==> src/rtl/pad_pkg.sv <==
package pad_pkg;
  typedef enum logic [2:0] {
    ST_IDLE,
    ST_ALIGN,
    ST_LATCH,
    ST_SHIFT,
    ST_DONE
  } poll_st_e;
endpackage

==> src/rtl/pad_frame_timer.sv <==
module pad_frame_timer #(
  parameter int FRAME_DIV = 833333
) (
  input  logic clk,
  input  logic rst_n,
  output logic frame_tk
);
  localparam int FW = (FRAME_DIV > 2) ? $clog2(FRAME_DIV) : 1;

  logic [FW-1:0] cnt_q, cnt_n;

  assign frame_tk = (cnt_q == FW'(FRAME_DIV - 1));

  always_comb begin
    cnt_n = frame_tk ? '0 : cnt_q + 1'b1;
  end

  always_ff @(posedge clk or negedge rst_n) begin
    if (!rst_n) cnt_q <= '0;
    else        cnt_q <= cnt_n;
  end
endmodule

==> src/rtl/pad_clk_div.sv <==
module pad_clk_div #(
  parameter int HALF_DIV = 250
) (
  input  logic clk,
  input  logic rst_n,
  output logic half_tk,
  output logic rise_tk
);
  localparam int HW = (HALF_DIV > 2) ? $clog2(HALF_DIV) : 1;

  logic [HW-1:0] cnt_q, cnt_n;
  logic          ph_q, ph_n;

  assign half_tk = (cnt_q == HW'(HALF_DIV - 1));
  assign rise_tk = half_tk & ~ph_q;

  always_comb begin
    cnt_n = half_tk ? '0 : cnt_q + 1'b1;
    ph_n  = half_tk ? ~ph_q : ph_q;
  end

  always_ff @(posedge clk or negedge rst_n) begin
    if (!rst_n) begin
      cnt_q <= '0;
      ph_q  <= 1'b0;
    end else begin
      cnt_q <= cnt_n;
      ph_q  <= ph_n;
    end
  end
endmodule

==> src/rtl/pad_poll_fsm.sv <==
module pad_poll_fsm
  import pad_pkg::*;
#(
  parameter int NBITS = 16
) (
  input  logic             clk,
  input  logic             rst_n,
  input  logic             frame_tk,
  input  logic             half_tk,
  input  logic             rise_tk,
  input  logic             data_s,
  output logic             latch_o,
  output logic             pclk_o,
  output logic             done_o,
  output logic [NBITS-1:0] word_o
);
  localparam int BW = (NBITS > 2) ? $clog2(NBITS) : 1;

  poll_st_e         st_q, st_n;
  logic             hc_q, hc_n;
  logic [BW-1:0]    bidx_q, bidx_n;
  logic [NBITS-1:0] sh_q, sh_n;
  logic [NBITS-1:0] word_q, word_n;
  logic             latch_q, latch_n;
  logic             pclk_q, pclk_n;
  logic             done_q, done_n;

  always_comb begin
    st_n    = st_q;
    hc_n    = hc_q;
    bidx_n  = bidx_q;
    sh_n    = sh_q;
    word_n  = word_q;
    latch_n = latch_q;
    pclk_n  = pclk_q;
    done_n  = 1'b0;
    unique case (st_q)
      ST_IDLE: begin
        if (frame_tk) st_n = ST_ALIGN;
      end
      ST_ALIGN: begin
        if (rise_tk) begin
          latch_n = 1'b1;
          hc_n    = 1'b0;
          st_n    = ST_LATCH;
        end
      end
      ST_LATCH: begin
        if (half_tk) begin
          if (!hc_q) begin
            hc_n = 1'b1;
          end else begin
            latch_n = 1'b0;
            pclk_n  = 1'b0;
            bidx_n  = '0;
            st_n    = ST_SHIFT;
          end
        end
      end
      ST_SHIFT: begin
        if (half_tk) begin
          if (!pclk_q) begin
            sh_n[bidx_q] = ~data_s;
            pclk_n       = 1'b1;
            if (bidx_q == BW'(NBITS - 1)) st_n = ST_DONE;
          end else begin
            pclk_n = 1'b0;
            bidx_n = bidx_q + 1'b1;
          end
        end
      end
      ST_DONE: begin
        word_n = sh_q;
        done_n = 1'b1;
        st_n   = ST_IDLE;
      end
      default: st_n = ST_IDLE;
    endcase
  end

  always_ff @(posedge clk or negedge rst_n) begin
    if (!rst_n) begin
      st_q    <= ST_IDLE;
      hc_q    <= 1'b0;
      bidx_q  <= '0;
      sh_q    <= '0;
      word_q  <= '0;
      latch_q <= 1'b0;
      pclk_q  <= 1'b1;
      done_q  <= 1'b0;
    end else begin
      st_q    <= st_n;
      hc_q    <= hc_n;
      bidx_q  <= bidx_n;
      sh_q    <= sh_n;
      word_q  <= word_n;
      latch_q <= latch_n;
      pclk_q  <= pclk_n;
      done_q  <= done_n;
    end
  end

  assign latch_o = latch_q;
  assign pclk_o  = pclk_q;
  assign done_o  = done_q;
  assign word_o  = word_q;
endmodule

==> src/rtl/pad_poller.sv <==
module pad_poller #(
  parameter int CLK_HZ   = 50_000_000,
  parameter int FRAME_HZ = 60,
  parameter int PAD_HZ   = 100_000,
  parameter int NBITS    = 16,
  parameter int ADDR_W   = 4
) (
  input  logic               clk,
  input  logic               rst_n,
  input  logic               pad_data_i,
  output logic               pad_latch_o,
  output logic               pad_clk_o,
  output logic               poll_done_o,
  input  logic               rd_en_i,
  input  logic [ADDR_W-1:0]  rd_addr_i,
  output logic [NBITS-1:0]   rd_data_o,
  input  logic               dbg_hi_i,
  output logic [NBITS/2-1:0] dbg_byte_o
);
  localparam int FRAME_DIV = CLK_HZ / FRAME_HZ;
  localparam int HALF_DIV  = CLK_HZ / (2 * PAD_HZ);
  localparam int DBG_W     = NBITS / 2;

  logic [1:0]       rst_pipe;
  logic             rst_sn;
  logic             d_meta, d_sync;
  logic             frame_tk, half_tk, rise_tk;
  logic [NBITS-1:0] result_w;
  logic [NBITS-1:0] rd_q, rd_n;

  always_ff @(posedge clk or negedge rst_n) begin
    if (!rst_n) rst_pipe <= '0;
    else        rst_pipe <= {rst_pipe[0], 1'b1};
  end
  assign rst_sn = rst_pipe[1];

  always_ff @(posedge clk or negedge rst_sn) begin
    if (!rst_sn) begin
      d_meta <= 1'b1;
      d_sync <= 1'b1;
    end else begin
      d_meta <= pad_data_i;
      d_sync <= d_meta;
    end
  end

  pad_frame_timer #(.FRAME_DIV(FRAME_DIV)) u_frame (
    .clk      (clk),
    .rst_n    (rst_sn),
    .frame_tk (frame_tk)
  );

  pad_clk_div #(.HALF_DIV(HALF_DIV)) u_div (
    .clk     (clk),
    .rst_n   (rst_sn),
    .half_tk (half_tk),
    .rise_tk (rise_tk)
  );

  pad_poll_fsm #(.NBITS(NBITS)) u_fsm (
    .clk      (clk),
    .rst_n    (rst_sn),
    .frame_tk (frame_tk),
    .half_tk  (half_tk),
    .rise_tk  (rise_tk),
    .data_s   (d_sync),
    .latch_o  (pad_latch_o),
    .pclk_o   (pad_clk_o),
    .done_o   (poll_done_o),
    .word_o   (result_w)
  );

  always_comb begin
    rd_n = (rd_en_i && (rd_addr_i == '0)) ? result_w : '0;
  end

  always_ff @(posedge clk or negedge rst_sn) begin
    if (!rst_sn) rd_q <= '0;
    else         rd_q <= rd_n;
  end

  assign rd_data_o  = rd_q;
  assign dbg_byte_o = dbg_hi_i ? result_w[NBITS-1:DBG_W] : result_w[DBG_W-1:0];
endmodule

==> config.mk <==
export PLATFORM = sky130hd
export DESIGN_NAME = pad_poller
export DESIGN_NICKNAME = d
export VERILOG_FILES = /design/src/rtl/pad_pkg.sv /design/src/rtl/pad_frame_timer.sv /design/src/rtl/pad_clk_div.sv /design/src/rtl/pad_poll_fsm.sv /design/src/rtl/pad_poller.sv
export SDC_FILE = /design/constraint.sdc
export NUM_CORES = 1
export LEC_CHECK = 0
export ABC_CLOCK_PERIOD_IN_PS = 3300
export CORE_MARGIN = 3
export CORE_UTILIZATION = 57
export DETAILED_ROUTE_END_ITERATION = 10
export DONT_BUFFER_PORTS = 1
export PLACE_DENSITY = 0.72
export SYNTH_ARGS = -nofsm -noshare
export SYNTH_HDL_FRONTEND = slang
export SYNTH_SLANG_ARGS = --single-unit
==> constraint.sdc <==
create_clock -name clk -period 3.3 [get_ports clk]
set_input_delay 0.165 -clock clk [delete_from_list [all_inputs] [get_ports clk]]
set_output_delay 0.165 -clock clk [all_outputs]
set_load 0.02 [all_outputs]
==> results_dict.tcl <==
set metrics [dict create \
    r2r-end "u_fsm.sh_q[11]$_DFFE_PN0P_" \
    syn_inst 355 \
    num_vias 2603 \
    setup_ws_ns 1.201 \
    cts_max_level 3 \
    avgSynthCellArea_um2 11.50 \
    finalHoldViolCount 0 \
    cp_max_fo 16 \
    syn_area_um2 4084 \
    pwr-share-comb_pct 1.1 \
    pwr_density_cell_nw_per_um2 427.9 \
    fin_tns_setup_ns 0 \
    outcome "completed" \
    clkSinkCount 92 \
    synth_edf_count 0 \
    dpl_cell_area_um2 4193 \
    async_flop_share_pct 100.0 \
    cts_tree "yes" \
    required_ns 3.52 \
    rsz0062_at_grt "no" \
    max_slew.worst_pin.slew_ns 0.9471 \
    cts_root_buf "clkbuf_8" \
    endpoint_kind "flop" \
    drc 0 \
    place.gp.congestion 0.7951 \
    fin_crit_sh_pct 63.61 \
    timing.rr.start "u_div.cnt_q[1]$_DFF_PN0_" \
    grt_antenna_before_repair 0 \
    fin_area_um2 4414 \
    p_leak_nw 2.174 \
    nets 379 \
    clock_latency_ns 0.35 \
    clkPwrFrac_pct 38.3 \
    dp.final_hpwl_mm 4.958 \
    slew_headroom_pct 36.52 \
    cts_buffers 9 \
    p_int_w 0.001446 \
    max-clock-path-buffers 2 \
    start_kind "flop" \
    synth_fp_nets 372 \
    worstRegToRegCells 6 \
    drt_iter0_drc 132 \
    worst_ir_drop_vdd_uv 259.5 \
    core_um2 6869 \
    synth_seq_area_share_pct 56.46 \
    synth.distinct_cells 48 \
    track_usage_pct 18.94 \
    grt_pass1_wl_mm 12.45 \
    io_pins 36 \
    pre_cts_ws_ns 1.222 \
    maxSlewViolCount 0 \
    route.antenna.remaining_nets 0 \
    period_needed_ns 2.099 \
    swShare_pct 23.44 \
    drv_cap 0 \
    max_stage_delay_ns 0.79 \
    worstPathCellList "inv_1 > ha_1 > nand3b_4 > nor3_2 > nand4_1 > mux2i_1" \
    ys_warn_count 0 \
    ys_seq_elements 92 \
    seqPwrFrac_pct 60.5 \
    grt_max_degree 40 \
    diodes 0 \
    initial_core_util_pct 59.45 \
    clock_skew_ns 0.01152 \
    dieHeight_um 90.65 \
    worstPathArrival_ns 2.32 \
    synth_flop_cell "dfrtp_1" \
    hold_path.class "input pin to async pin" \
    io_buffers 0 \
    path_clk_slew_ns 0.10 \
    dp.cells 444 \
    wirelength_mm 7.116 \
    max_freq_ghz 0.4764 \
    avgViaCountPerCell 5.622 \
    post_drt_wl_per_cell_um 15.37 \
    num_rows 30 \
    overflow 0 \
    dieWidth_um 90.65 \
    first_pass_iters 4 \
    worstSetupPathType "flop to flop" \
    drive_gt1_share_pct 12.53 \
    final_cells 463 \
    r2r_slack_ns 1.20 \
    setup_viol 0 \
    die_area_um2 8217 \
    crit_slowest_cell "nor3_2" \
    switchingPower_w 0.0004428 \
    grt_pass1_vias 2517 \
    area_delta_synth_final_pct 8.088 \
]
[timing repair]
| action | 4_1_cts | 5_1_grt |
|---|---|---|
| hold buffers | 3 | 0 |
| buffers inserted | 0 | 0 |
| hold endpoints to repair | 19 | 0 |
| resized for setup | 0 | 0 |
[kinds of logic after synthesis]
logic type,after synthesis,synth area share (%)
DFF,92,56.46
xor gates and xnor gates,19,4.075
adders and majority gates,8,2.451
other,1,0.09182
buffers and inverters,34,3.217
muxes,42,11.03
AOI/OAI and AO/OA,29,4.565
and+or+nand+nor,130,18.11
[through the flow]
stage / util (%) / total power, W / hold WS (ns)
6_report: 64.26 / 0.001889 / 0.02288
4_1_cts: 64.26 / 0.001909 / 0.01228
2_1_floorplan: - / 0.001176 / -0.1306
5_1_grt: 64.26 / 0.001964 / 0.009940
3_3_place_gp: 61.04 / 0.001183 / -0.1306
3_5_place_dp: 61.04 / 0.001184 / -0.1305
[Yosys cell counts, types with 4 or more instances]
cell type	number	share of area, %
a21oi_1	4	0.49
and3_1	22	3.4
clkbuf_1	8	0.74
dfrtp_1	89	55
ha_1	8	2.5
inv_1	23	2.1
mux2_1	9	2.5
mux2_2	15	4.1
mux2i_1	18	4.4
nand2_1	12	1.1
nand2b_1	5	0.77
nand3_1	26	3.2
nand4_1	12	1.8
nor2_1	23	2.1
nor4_1	5	0.77
o21ai_0	11	1.3
o21ai_1	4	0.49
xnor2_1	11	2.4
xor2_1	8	1.7
[power groups by stage]
stage               Clock, W  Combinational (W)  Sequential (W)
finish              0.000724          0.0000216         0.00114
detailed placement         0          0.0000179         0.00117
global placement           0          0.0000177         0.00117
floorplan                  0         0.00000701         0.00117
CTS                 0.000743          0.0000227         0.00114
global route        0.000793          0.0000254         0.00115
[cell usage in the layout (no fill, tap or decap), drive strengths merged, types with 4 or more instances in the layout]
cell / netlist / final
and3: 22 / 22
mux2i: 18 / 18
buf: 3 / 4
nor4: 5 / 5
inv: 23 / 27
nand3: 26 / 26
nand2: 12 / 12
dfrtp: 89 / 89
nor2: 24 / 24
nor3: 4 / 4
mux2: 24 / 24
nand2b: 5 / 5
xor2: 8 / 8
xnor2: 11 / 11
nand4: 13 / 13
o21ai: 15 / 15
ha: 8 / 8
clkbuf: 8 / 10
a21oi: 4 / 4
[metal layers]
layer	share of wire [%]	global-route usage [%]	vias to the layer above
met5	0	0	-
met4	1.8	8.801	0
met3	3.2	3.167	11
met2	46	28.60	45
met1	49	26.89	1288
li1	-	-	1259
[cell type report]
class                           instances  area (um2)
Multi-Input combinational cell        229        1647
Timing Repair Buffer                    7       60.06
Clock buffer                           10       137.6
Sequential cell                        92        2310
Tap cell                               96       120.1
Fill cell                             532        2455
Clock inverter                          6       53.80
Inverter                               23       86.33
[worst max-delay path by stage]
stage	startpoint	endpoint	slack (ns)	cells after the start
3_3_place_gp	u_div.cnt_q[1]$_DFF_PN0_	u_fsm.sh_q[0]$_DFFE_PN0P_	1.27	6
5_1_grt	u_div.cnt_q[1]$_DFF_PN0_	u_fsm.sh_q[8]$_DFFE_PN0P_	1.02	6
3_5_place_dp	u_div.cnt_q[1]$_DFF_PN0_	u_fsm.sh_q[11]$_DFFE_PN0P_	1.22	6
4_1_cts	u_div.cnt_q[1]$_DFF_PN0_	u_fsm.sh_q[0]$_DFFE_PN0P_	1.20	6
6_report	u_div.cnt_q[1]$_DFF_PN0_	u_fsm.sh_q[11]$_DFFE_PN0P_	1.20	6
2_1_floorplan	rst_pipe[1]$_DFF_PN0_	rd_data_o[0]$_DFF_PN0_	0.55	0
[critical path, delay by kind of cell, from the launching register on]
kind | cells | cell delay (ns)
fa+ha+maj | 1 | 0.21
buf+inv | 1 | 0.06
flops | 1 | 0.40
mux | 1 | 0.17
simple gates | 3 | 1.13
[flip-flops by register name (all words and copies together), names as in the netlist, 2 cells and up]
| name | count |
|---|---|
| u_frame.cnt_q | 20 |
| rd_data_o | 16 |
| u_fsm.sh_q | 16 |
| u_fsm.word_o | 16 |
| u_div.cnt_q | 8 |
| u_fsm.bidx_q | 4 |
| u_fsm.st_q | 3 |
| rst_pipe | 2 |
Note: power is estimated with default switching activity, not from simulation.
